$ cat config.mk
export PLATFORM = sky130hd
export DESIGN_NAME = crc16_coproc
export DESIGN_NICKNAME = d
export VERILOG_FILES = /design/src/rtl/crc16_pkg.sv /design/src/rtl/crc16_preset_sel.sv /design/src/rtl/crc16_byte_step.sv /design/src/rtl/crc16_status.sv /design/src/rtl/crc16_coproc.sv
export SDC_FILE = /design/constraint.sdc
export NUM_CORES = 1
export LEC_CHECK = 0
export ABC_AREA = 1
export BUFFER_PORTS_ARGS = -buffer_cell sky130_fd_sc_hd__buf_2
export CAP_MARGIN = 20
export CORE_MARGIN = 1.5
export CORE_UTILIZATION = 57
export DETAILED_ROUTE_END_ITERATION = 6
export GPL_TIMING_DRIVEN = 0
export PLACE_DENSITY = 0.84
export SYNTH_ARGS = -nofsm -noshare
export SYNTH_HDL_FRONTEND = slang
export SYNTH_SLANG_ARGS = --single-unit
$ cat constraint.sdc
create_clock -name clk -period 3.67 [get_ports clk]
set_input_delay 0 -clock clk [delete_from_list [all_inputs] [get_ports clk]]
set_output_delay 0 -clock clk [all_outputs]
set_load 0.02 [all_outputs]
$ cat src/rtl/crc16_pkg.sv
package crc16_pkg;
  localparam int CRC_W  = 16;
  localparam int DATA_W = 8;
  localparam int HALF_W = CRC_W / 2;

  typedef logic [CRC_W-1:0]  crc_t;
  typedef logic [DATA_W-1:0] byte_t;

  localparam crc_t POLY_FWD = 16'h1021;
  localparam crc_t POLY_REV = 16'h8408;

  localparam crc_t PRESET_0 = 16'h0000;
  localparam crc_t PRESET_1 = 16'h6363;
  localparam crc_t PRESET_2 = 16'hA671;
  localparam crc_t PRESET_3 = 16'hFFFF;
endpackage

$ cat src/rtl/crc16_preset_sel.sv
module crc16_preset_sel
  import crc16_pkg::*;
#(
  parameter crc_t P0 = PRESET_0,
  parameter crc_t P1 = PRESET_1,
  parameter crc_t P2 = PRESET_2,
  parameter crc_t P3 = PRESET_3
) (
  input  logic [1:0] sel_i,
  output crc_t       value_o
);
  always_comb begin
    unique case (sel_i)
      2'b00:   value_o = P0;
      2'b01:   value_o = P1;
      2'b10:   value_o = P2;
      default: value_o = P3;
    endcase
  end
endmodule

$ cat src/rtl/crc16_byte_step.sv
module crc16_byte_step
  import crc16_pkg::*;
#(
  parameter int   W        = CRC_W,
  parameter int   DW       = DATA_W,
  parameter logic [W-1:0] POLY_N = POLY_FWD,
  parameter logic [W-1:0] POLY_R = POLY_REV
) (
  input  logic [W-1:0]  cur_i,
  input  logic [DW-1:0] data_i,
  input  logic          msb_first_i,
  output logic [W-1:0]  next_o
);
  localparam int PAD = W - DW;

  logic [W-1:0] rev_chain [0:DW];
  logic [W-1:0] fwd_chain [0:DW];

  // reflected shift register: byte enters at the low end
  assign rev_chain[0] = cur_i ^ {{PAD{1'b0}}, data_i};
  // forward shift register: byte enters at the high end
  assign fwd_chain[0] = cur_i ^ {data_i, {PAD{1'b0}}};

  for (genvar i = 0; i < DW; i++) begin : g_bit
    assign rev_chain[i+1] = rev_chain[i][0]
                          ? ((rev_chain[i] >> 1) ^ POLY_R)
                          : (rev_chain[i] >> 1);
    assign fwd_chain[i+1] = fwd_chain[i][W-1]
                          ? ((fwd_chain[i] << 1) ^ POLY_N)
                          : (fwd_chain[i] << 1);
  end

  assign next_o = msb_first_i ? fwd_chain[DW] : rev_chain[DW];
endmodule

$ cat src/rtl/crc16_status.sv
module crc16_status (
  input  logic clk,
  input  logic rst,
  input  logic clear_i,
  input  logic latch_i,
  input  logic zero_i,
  output logic ready_o,
  output logic ok_o,
  output logic irq_o
);
  always_ff @(posedge clk) begin
    if (rst) begin
      ready_o <= 1'b0;
      ok_o    <= 1'b0;
      irq_o   <= 1'b0;
    end else if (clear_i) begin
      ready_o <= 1'b0;
      ok_o    <= 1'b0;
      irq_o   <= 1'b0;
    end else begin
      irq_o <= latch_i;
      if (latch_i) begin
        ready_o <= 1'b1;
        ok_o    <= zero_i;
      end
    end
  end
endmodule

$ cat src/rtl/crc16_coproc.sv
module crc16_coproc
  import crc16_pkg::*;
(
  input  logic              clk,
  input  logic              rst,
  input  logic              start_i,
  input  logic [1:0]        preset_sel_i,
  input  logic              msb_first_i,
  input  logic              data_valid_i,
  input  logic [DATA_W-1:0] data_i,
  input  logic              done_i,
  output logic [HALF_W-1:0] crc_hi_o,
  output logic [HALF_W-1:0] crc_lo_o,
  output logic              ready_o,
  output logic              ok_o,
  output logic              irq_o
);
  crc_t crc_q, res_q, preset_w, step_w, crc_next;
  logic msb_q;
  logic accept_done;

  crc16_preset_sel u_preset (
    .sel_i   (preset_sel_i),
    .value_o (preset_w)
  );

  crc16_byte_step u_step (
    .cur_i       (crc_q),
    .data_i      (data_i),
    .msb_first_i (msb_q),
    .next_o      (step_w)
  );

  assign crc_next    = data_valid_i ? step_w : crc_q;
  assign accept_done = done_i && !start_i;

  always_ff @(posedge clk) begin
    if (rst) begin
      crc_q <= '0;
      msb_q <= 1'b0;
      res_q <= '0;
    end else if (start_i) begin
      crc_q <= preset_w;
      msb_q <= msb_first_i;
    end else begin
      crc_q <= crc_next;
      if (done_i) res_q <= crc_next;
    end
  end

  crc16_status u_status (
    .clk     (clk),
    .rst     (rst),
    .clear_i (start_i),
    .latch_i (accept_done),
    .zero_i  (crc_next == '0),
    .ready_o (ready_o),
    .ok_o    (ok_o),
    .irq_o   (irq_o)
  );

  assign crc_hi_o = res_q[CRC_W-1:HALF_W];
  assign crc_lo_o = res_q[HALF_W-1:0];
endmodule

### After elaboration in Yosys (flattened, before gate mapping)

Index checks and enable logic that the tools add are counted.

| word-level totals | value |
|---|---|
| register bits after elaboration | 36 |
| bits in latches | 0 |
| RAM bits | 0 |
| bits in read-only memories | 0 |
| bits of input ports | 16 |
| output and inout bits | 19 |
| word-level logic and storage cells | 53 |
| memories kept | 0 |

| cells by class | value |
|---|---|
| add/sub/neg operators | 0 |
| multipliers | 0 |
| divide/modulo/power cells | 0 |
| magnitude comparators | 0 |
| equality and inequality tests | 2 |
| shifts and indexed selects | 0 |
| multiplexer cells | 20 |
| bitwise logic cells | 19 |
| reduce and logical (&&, ||, !) cells | 6 |

Operators by type and width:

| operator | count |
|---|---|
| 16-bit 2-to-1 mux | 11 |
| 13-bit 2-to-1 mux | 8 |
| 16-bit one-hot mux with 3 select lines | 1 |
| 2-bit inverter with 3-bit output | 8 |
| 3-bit inverter | 8 |
| 16-bit zero test | 1 |
| 16-bit XOR | 1 |
| 16-bit by 8-bit XOR with 16-bit output | 1 |
| 2-bit by 1-bit equality test with 1-bit output, second input constant | 1 |
| 2-bit equality test, second input constant | 1 |
| 2-bit zero test | 1 |
| 2-bit AND reduction | 1 |
| 2-bit OR reduction | 1 |
| 1-bit logical AND | 1 |
| 1-bit zero test | 1 |
| 1-bit inverter | 1 |

### Logic depth before layout (Yosys ltp)

| depth | value |
|---|---|
| word-level depth | 20 |
| mapped depth | 16 |
| mapped depth without buffers | 16 |

### Modules after synthesis

Synthesis repeated with hierarchy kept, for this count alone.

| unflattened totals | value |
|---|---|
| cell total of the unflattened synthesis | 496 |
| area total of the unflattened synthesis | 2806.4 sq um |

Modules (own cells, without submodules):

| module | instances | cells each | area an instance (sq um) |
|---|---|---|---|
| crc16_coproc | 1 | 222 | 1537.7 |
| crc16_byte_step | 1 | 241 | 1046.0 |
| crc16_preset_sel | 1 | 19 | 116.4 |
| crc16_status | 1 | 14 | 106.4 |

### Least setup slack after synthesis

Ideal clock, no wire load.

| path | value |
|---|---|
| path kind | flip-flop to flip-flop |
| from | register crc_q[1] |
| to | register u_status.ok_o |
| setup time | 67 ps |
| arrival time | 1344 ps |
| slack | 2260 ps |
| cell stages (with the launch flop) | 10 |
| clock period less this slack | 1410 ps |
| cell sequence | dfxtp_1 xnor2_1 nand2_2 nand3_1 nand3_2 a31oi_4 nand2_2 nor2_1 nand2_1 a21oi_2 |

| on the way | value |
|---|---|
| longest elaborated chain between the ends | 13 |
| elaborated cells on any way between the ends | 23 |
| those cells by class | mux (18); bitwise (4); reduce/logical (1) |

Ends and longest elaborated chain:

| element | RTL line | source |
|---|---|---|
| from (decl) | crc16_coproc.sv:18 | `crc_t crc_q, res_q, preset_w, step_w, crc_next;` |
| from (signal assigned) | crc16_coproc.sv:43 | `crc_q <= preset_w;` |
| from (signal assigned) | crc16_coproc.sv:46 | `crc_q <= crc_next;` |
| 16-bit by 8-bit XOR with 16-bit output / 16-bit XOR (equally long branches) | crc16_byte_step.sv:20, crc16_byte_step.sv:22 |  |
| 16-bit 2-to-1 mux / 13-bit 2-to-1 mux (equally long branches) (3 in series) | crc16_byte_step.sv:26, crc16_byte_step.sv:29 |  |
| 16-bit 2-to-1 mux / 3-bit inverter (equally long branches) | n/a |  |
| 16-bit 2-to-1 mux / 13-bit 2-to-1 mux (equally long branches) (2 in series) | crc16_byte_step.sv:26, crc16_byte_step.sv:29 |  |
| 2-bit inverter with 3-bit output (no source line) / 13-bit 2-to-1 mux (equally long branches) | n/a |  |
| 16-bit 2-to-1 mux / 13-bit 2-to-1 mux (equally long branches) (2 in series) | crc16_byte_step.sv:26, crc16_byte_step.sv:29 |  |
| 16-bit 2-to-1 mux | crc16_byte_step.sv:33 | `assign next_o = msb_first_i ? fwd_chain[DW] : rev_chain[DW];` |
| 16-bit 2-to-1 mux * | crc16_coproc.sv:34 | `assign crc_next = data_valid_i ? step_w : crc_q;` |
| 16-bit zero test * | crc16_coproc.sv:56 | `.zero_i (crc_next == '0),` |
| to (signal assigned) | crc16_status.sv:24 | `ok_o <= zero_i;` |
| to (decl) | crc16_status.sv:8 | `output logic ok_o,` |

Mark *: on every way between the ends. The rest lies on a longest branch, timed or not.
A chain may end at the register's enable or synchronous reset.

### Worst setup path in the final report

| path | value |
|---|---|
| from | register crc_q[15] |
| to | register u_status.ok_o |

| on the way | value |
|---|---|
| longest elaborated chain between the ends | 13 |
| elaborated cells on any way between the ends | 24 |
| those cells by class | mux (18); bitwise (5); reduce/logical (1) |

Ends and longest elaborated chain:

| element | RTL line | source |
|---|---|---|
| 16-bit by 8-bit XOR with 16-bit output / 16-bit XOR (equally long branches) | crc16_byte_step.sv:20, crc16_byte_step.sv:22 |  |
| 16-bit 2-to-1 mux / 13-bit 2-to-1 mux (equally long branches) (4 in series) | crc16_byte_step.sv:26, crc16_byte_step.sv:29 |  |
| 2-bit inverter with 3-bit output (no source line) / 13-bit 2-to-1 mux (equally long branches) | n/a |  |
| 16-bit 2-to-1 mux (tied with other cells) | crc16_byte_step.sv:26 | `? ((rev_chain[i] >> 1) ^ POLY_R)` |
| 16-bit 2-to-1 mux / 13-bit 2-to-1 mux (equally long branches) | crc16_byte_step.sv:26, crc16_byte_step.sv:29 |  |
| 16-bit 2-to-1 mux (tied with other cells) | crc16_byte_step.sv:26 |  |
| 16-bit 2-to-1 mux / 13-bit 2-to-1 mux (equally long branches) | crc16_byte_step.sv:26, crc16_byte_step.sv:29 |  |
| 16-bit 2-to-1 mux | crc16_byte_step.sv:33 |  |
| 16-bit 2-to-1 mux * | crc16_coproc.sv:34 |  |
| 16-bit zero test * | crc16_coproc.sv:56 |  |

Marks and branches as above.

==> results_dict.tcl <==
set metrics [dict create \
    status "finished clean" \
    grt_pass1_wl_mm 10.6 \
    grt_pass1_vias 2369 \
    required_ns 3.90 \
    grt_max_degree 12 \
    rrSetupSlack_ns 1.63 \
    fin_crit_ns 2.04 \
    cts_buffers 5 \
    design_area_um2 2820 \
    portBuffers 34 \
    synthXorXnorAreaFrac_pct 2.44 \
    syn_area_um2 2470 \
    cap_viol_max_count 0 \
    fmax_mhz 490 \
    dp.cells 509 \
    synthArstFlopShare_pct 0 \
    synth_top_family_by_area "simple AND/OR/NAND/NOR gates" \
    postRouteAntennaNets 0 \
    p_int_mw 0.692 \
    reg2reg_depth 12 \
    wl_mm 6.64 \
    ys_seq_area_share_pct 29.2 \
    syn_avg_cell_area_um2 5.80 \
    worstSetupPathType "flop to flop" \
    worstPathArrival_ns 2.27 \
    core_um2 4090 \
    hp-start "start_i" \
    hold_viol 0 \
    drive_gt1_share_pct 17.0 \
    use_met3_pct 5.36 \
    initial_utilization_pct 60.3 \
    grt_remaining_overflow 0 \
    pin_count 35 \
    clockBufferDepth 2 \
    p_sw_mw 0.407 \
    clk_latency_ns 0.29 \
    startpoint_type "flop" \
    synth-compound-area-share_pct 11.6 \
    postCtsSetupBuffers 0 \
    clock_power_share_pct 25.9 \
    finalSetupTns_ns 0 \
    cts_max_level 2 \
    antenna_found_initial 0 \
    grt_usage_pct 30.2 \
    viasPerCell 5.41 \
    reg2reg_to "u_status.ok_o" \
    critical_path.max_fanout 4 \
    syn_inst 425 \
    swShare_pct 37.1 \
    syn2layout_area_growth_pct 14.4 \
    met1_usage_pct 37.8 \
    root_buffer "clkbuf_8" \
    crit_path_end_kind "flop" \
    combPwrFrac_pct 33.1 \
    p_leak_nw 1.59 \
    holdPathEnd "msb_q" \
    cp-startpoint "crc_q[15]" \
    rows 23 \
    chipWidth_um 68.8 \
    clock_skew_ns 0.00830 \
    postPlaceCellArea_um2 2700 \
    synth_adder_area_share_pct 0 \
    min_period_over_period_pct 55.7 \
    tritoncts "done" \
    busiest_layer "met2" \
    n_antenna_cell 0 \
    power_density_nw_per_um2 390 \
    fin_nets 485 \
    r2r-start "crc_q[15]" \
    synth_edf_count 0 \
    min_path_type "input pin to flop" \
    slew_viol_final 0 \
    drt_iter0_markers 276 \
    finalSetupViolations 0 \
    hold_depth 3 \
    final_cells 520 \
    cts_num_sinks 36 \
    cts-resized-gates 0 \
    fp.dieH_um 68.8 \
    rsz0062_at_grt "false" \
    grt.met2_usage_pct 51.7 \
    seq_power_share_pct 41.0 \
    vias 2815 \
    drcViolationCount 0 \
    dieArea_um2 4730 \
    slew_headroom_pct 69.5 \
    place_hpwl_mm 5.11 \
    ys_types 24 \
    synth_flop_cell "dfxtp_1" \
    first_pass_iters 5 \
    yosys_register_bits 36 \
    synth_fp_nets 441 \
    holdWs_ns 0.0509 \
    wl_per_cell_um 12.8 \
    gp_congestion 0.941 \
    peakVddDrop_v 0.000390 \
    final_core_util_pct 69.0 \
    worst-slew-pin-transition_ns 0.458 \
    path_clk_slew_ns 0.07 \
    muxShareOfSynthArea_pct 0 \
    ys_warn_count 0 \
    synth-simple-area-share_pct 45.7 \
]
## kinds of logic after synthesis
kind of cell	count (synthesis)
flops	36
simple gates	265
compound gates	49
buf+inv	69
xor+xnor	6
## Yosys cell counts, types with 4 or more instances
cell type | number | area [um^2]
a21oi_1 | 10 | 50.1
clkbuf_1 | 6 | 22.5
dfxtp_1 | 36 | 721
inv_1 | 47 | 176
inv_2 | 11 | 41.3
nand2_1 | 167 | 627
nand2_2 | 14 | 87.6
nand3_1 | 53 | 265
nand3_2 | 4 | 40.0
nor2_1 | 25 | 93.8
o211ai_1 | 6 | 45.0
o21ai_0 | 26 | 130
xnor2_1 | 4 | 35.0
## placed cells by master (no fill, tap or decap), types with 4 or more instances in the layout
cell	Yosys	routed
o211ai_1	6	6
clkbuf_1	6	6
inv_2	11	11
o21ai_0	26	26
nor2_1	25	25
nand3_2	4	4
clkbuf_8	0	6
dfxtp_1	36	36
nand2_2	14	14
inv_1	47	47
nand3_1	53	53
a21oi_1	10	10
xnor2_1	4	4
nand2_1	167	167
buf_2	2	36
## power by group through the flow
stage / registers, mW / logic, mW / clock network [mW]
final: 0.450 / 0.364 / 0.285
after global routing: 0.453 / 0.407 / 0.303
after CTS: 0.449 / 0.357 / 0.286
after detailed placement: 0.457 / 0.352 / 0
after global placement: 0.455 / 0.345 / 0
after floorplan: 0.467 / 0.246 / 0
## through the flow
| stage | worst slack (ns) | power (mW) |
|---|---|---|
| finish | 1.63 | 1.10 |
| global route | 1.49 | 1.16 |
| CTS | 1.75 | 1.09 |
| detailed placement | 1.82 | 0.809 |
| global placement | 1.89 | 0.800 |
| floorplan | 2.26 | 0.714 |
## flip-flops by register name, summed over array words and instances, names as in the netlist
signal,flops
msb_q,1
u_status.ready_o,1
u_status.irq_o,1
res_q,16
crc_q,16
u_status.ok_o,1
## critical path, stage by stage (launching register included)
cell and delay (ns):
dfxtp_1 0.41, inv_1 0.12, nand2_1 0.09, nand2_1 0.10, nand2_1 0.14, nand2_1 0.08
nand2_1 0.06, nand3_1 0.07, a21oi_1 0.38, nand3_1 0.17, nor2_1 0.15, nand2_1 0.09
a21oi_2 0.11
## cell type report
type / instances / area (um^2)
multi-input cells: 320 / 1470
fillers: 371 / 1260
plain buffers: 11 / 55.1
well taps: 50 / 62.6
clock inverters: 2 / 10.0
repair buffers: 37 / 200
flip-flops and latches: 36 / 721
inverters: 58 / 218
clock buffers: 6 / 82.6
## worst max path at each step
| stage | endpoint | depth (start not counted) |
|---|---|---|
| after floorplan | u_status.ok_o | 9 |
| after global placement | u_status.ok_o | 12 |
| after detailed placement | u_status.ok_o | 12 |
| after CTS | u_status.ok_o | 12 |
| after global routing | u_status.ok_o | 12 |
| final | u_status.ok_o | 12 |
## layer usage
metal | part of all wire, % | routed length [um]
met5 | 0 | 0
met4 | 2.1 | 140
met3 | 7.2 | 479
met2 | 46 | 3070
met1 | 44 | 2950
## what timing repair did
item | CTS | global route
hold buffers | 3 | 0
hold endpoints to repair | 3 | 0
endpoints found under the setup margin | 0 | 0
(Power assumes the default switching activity.)
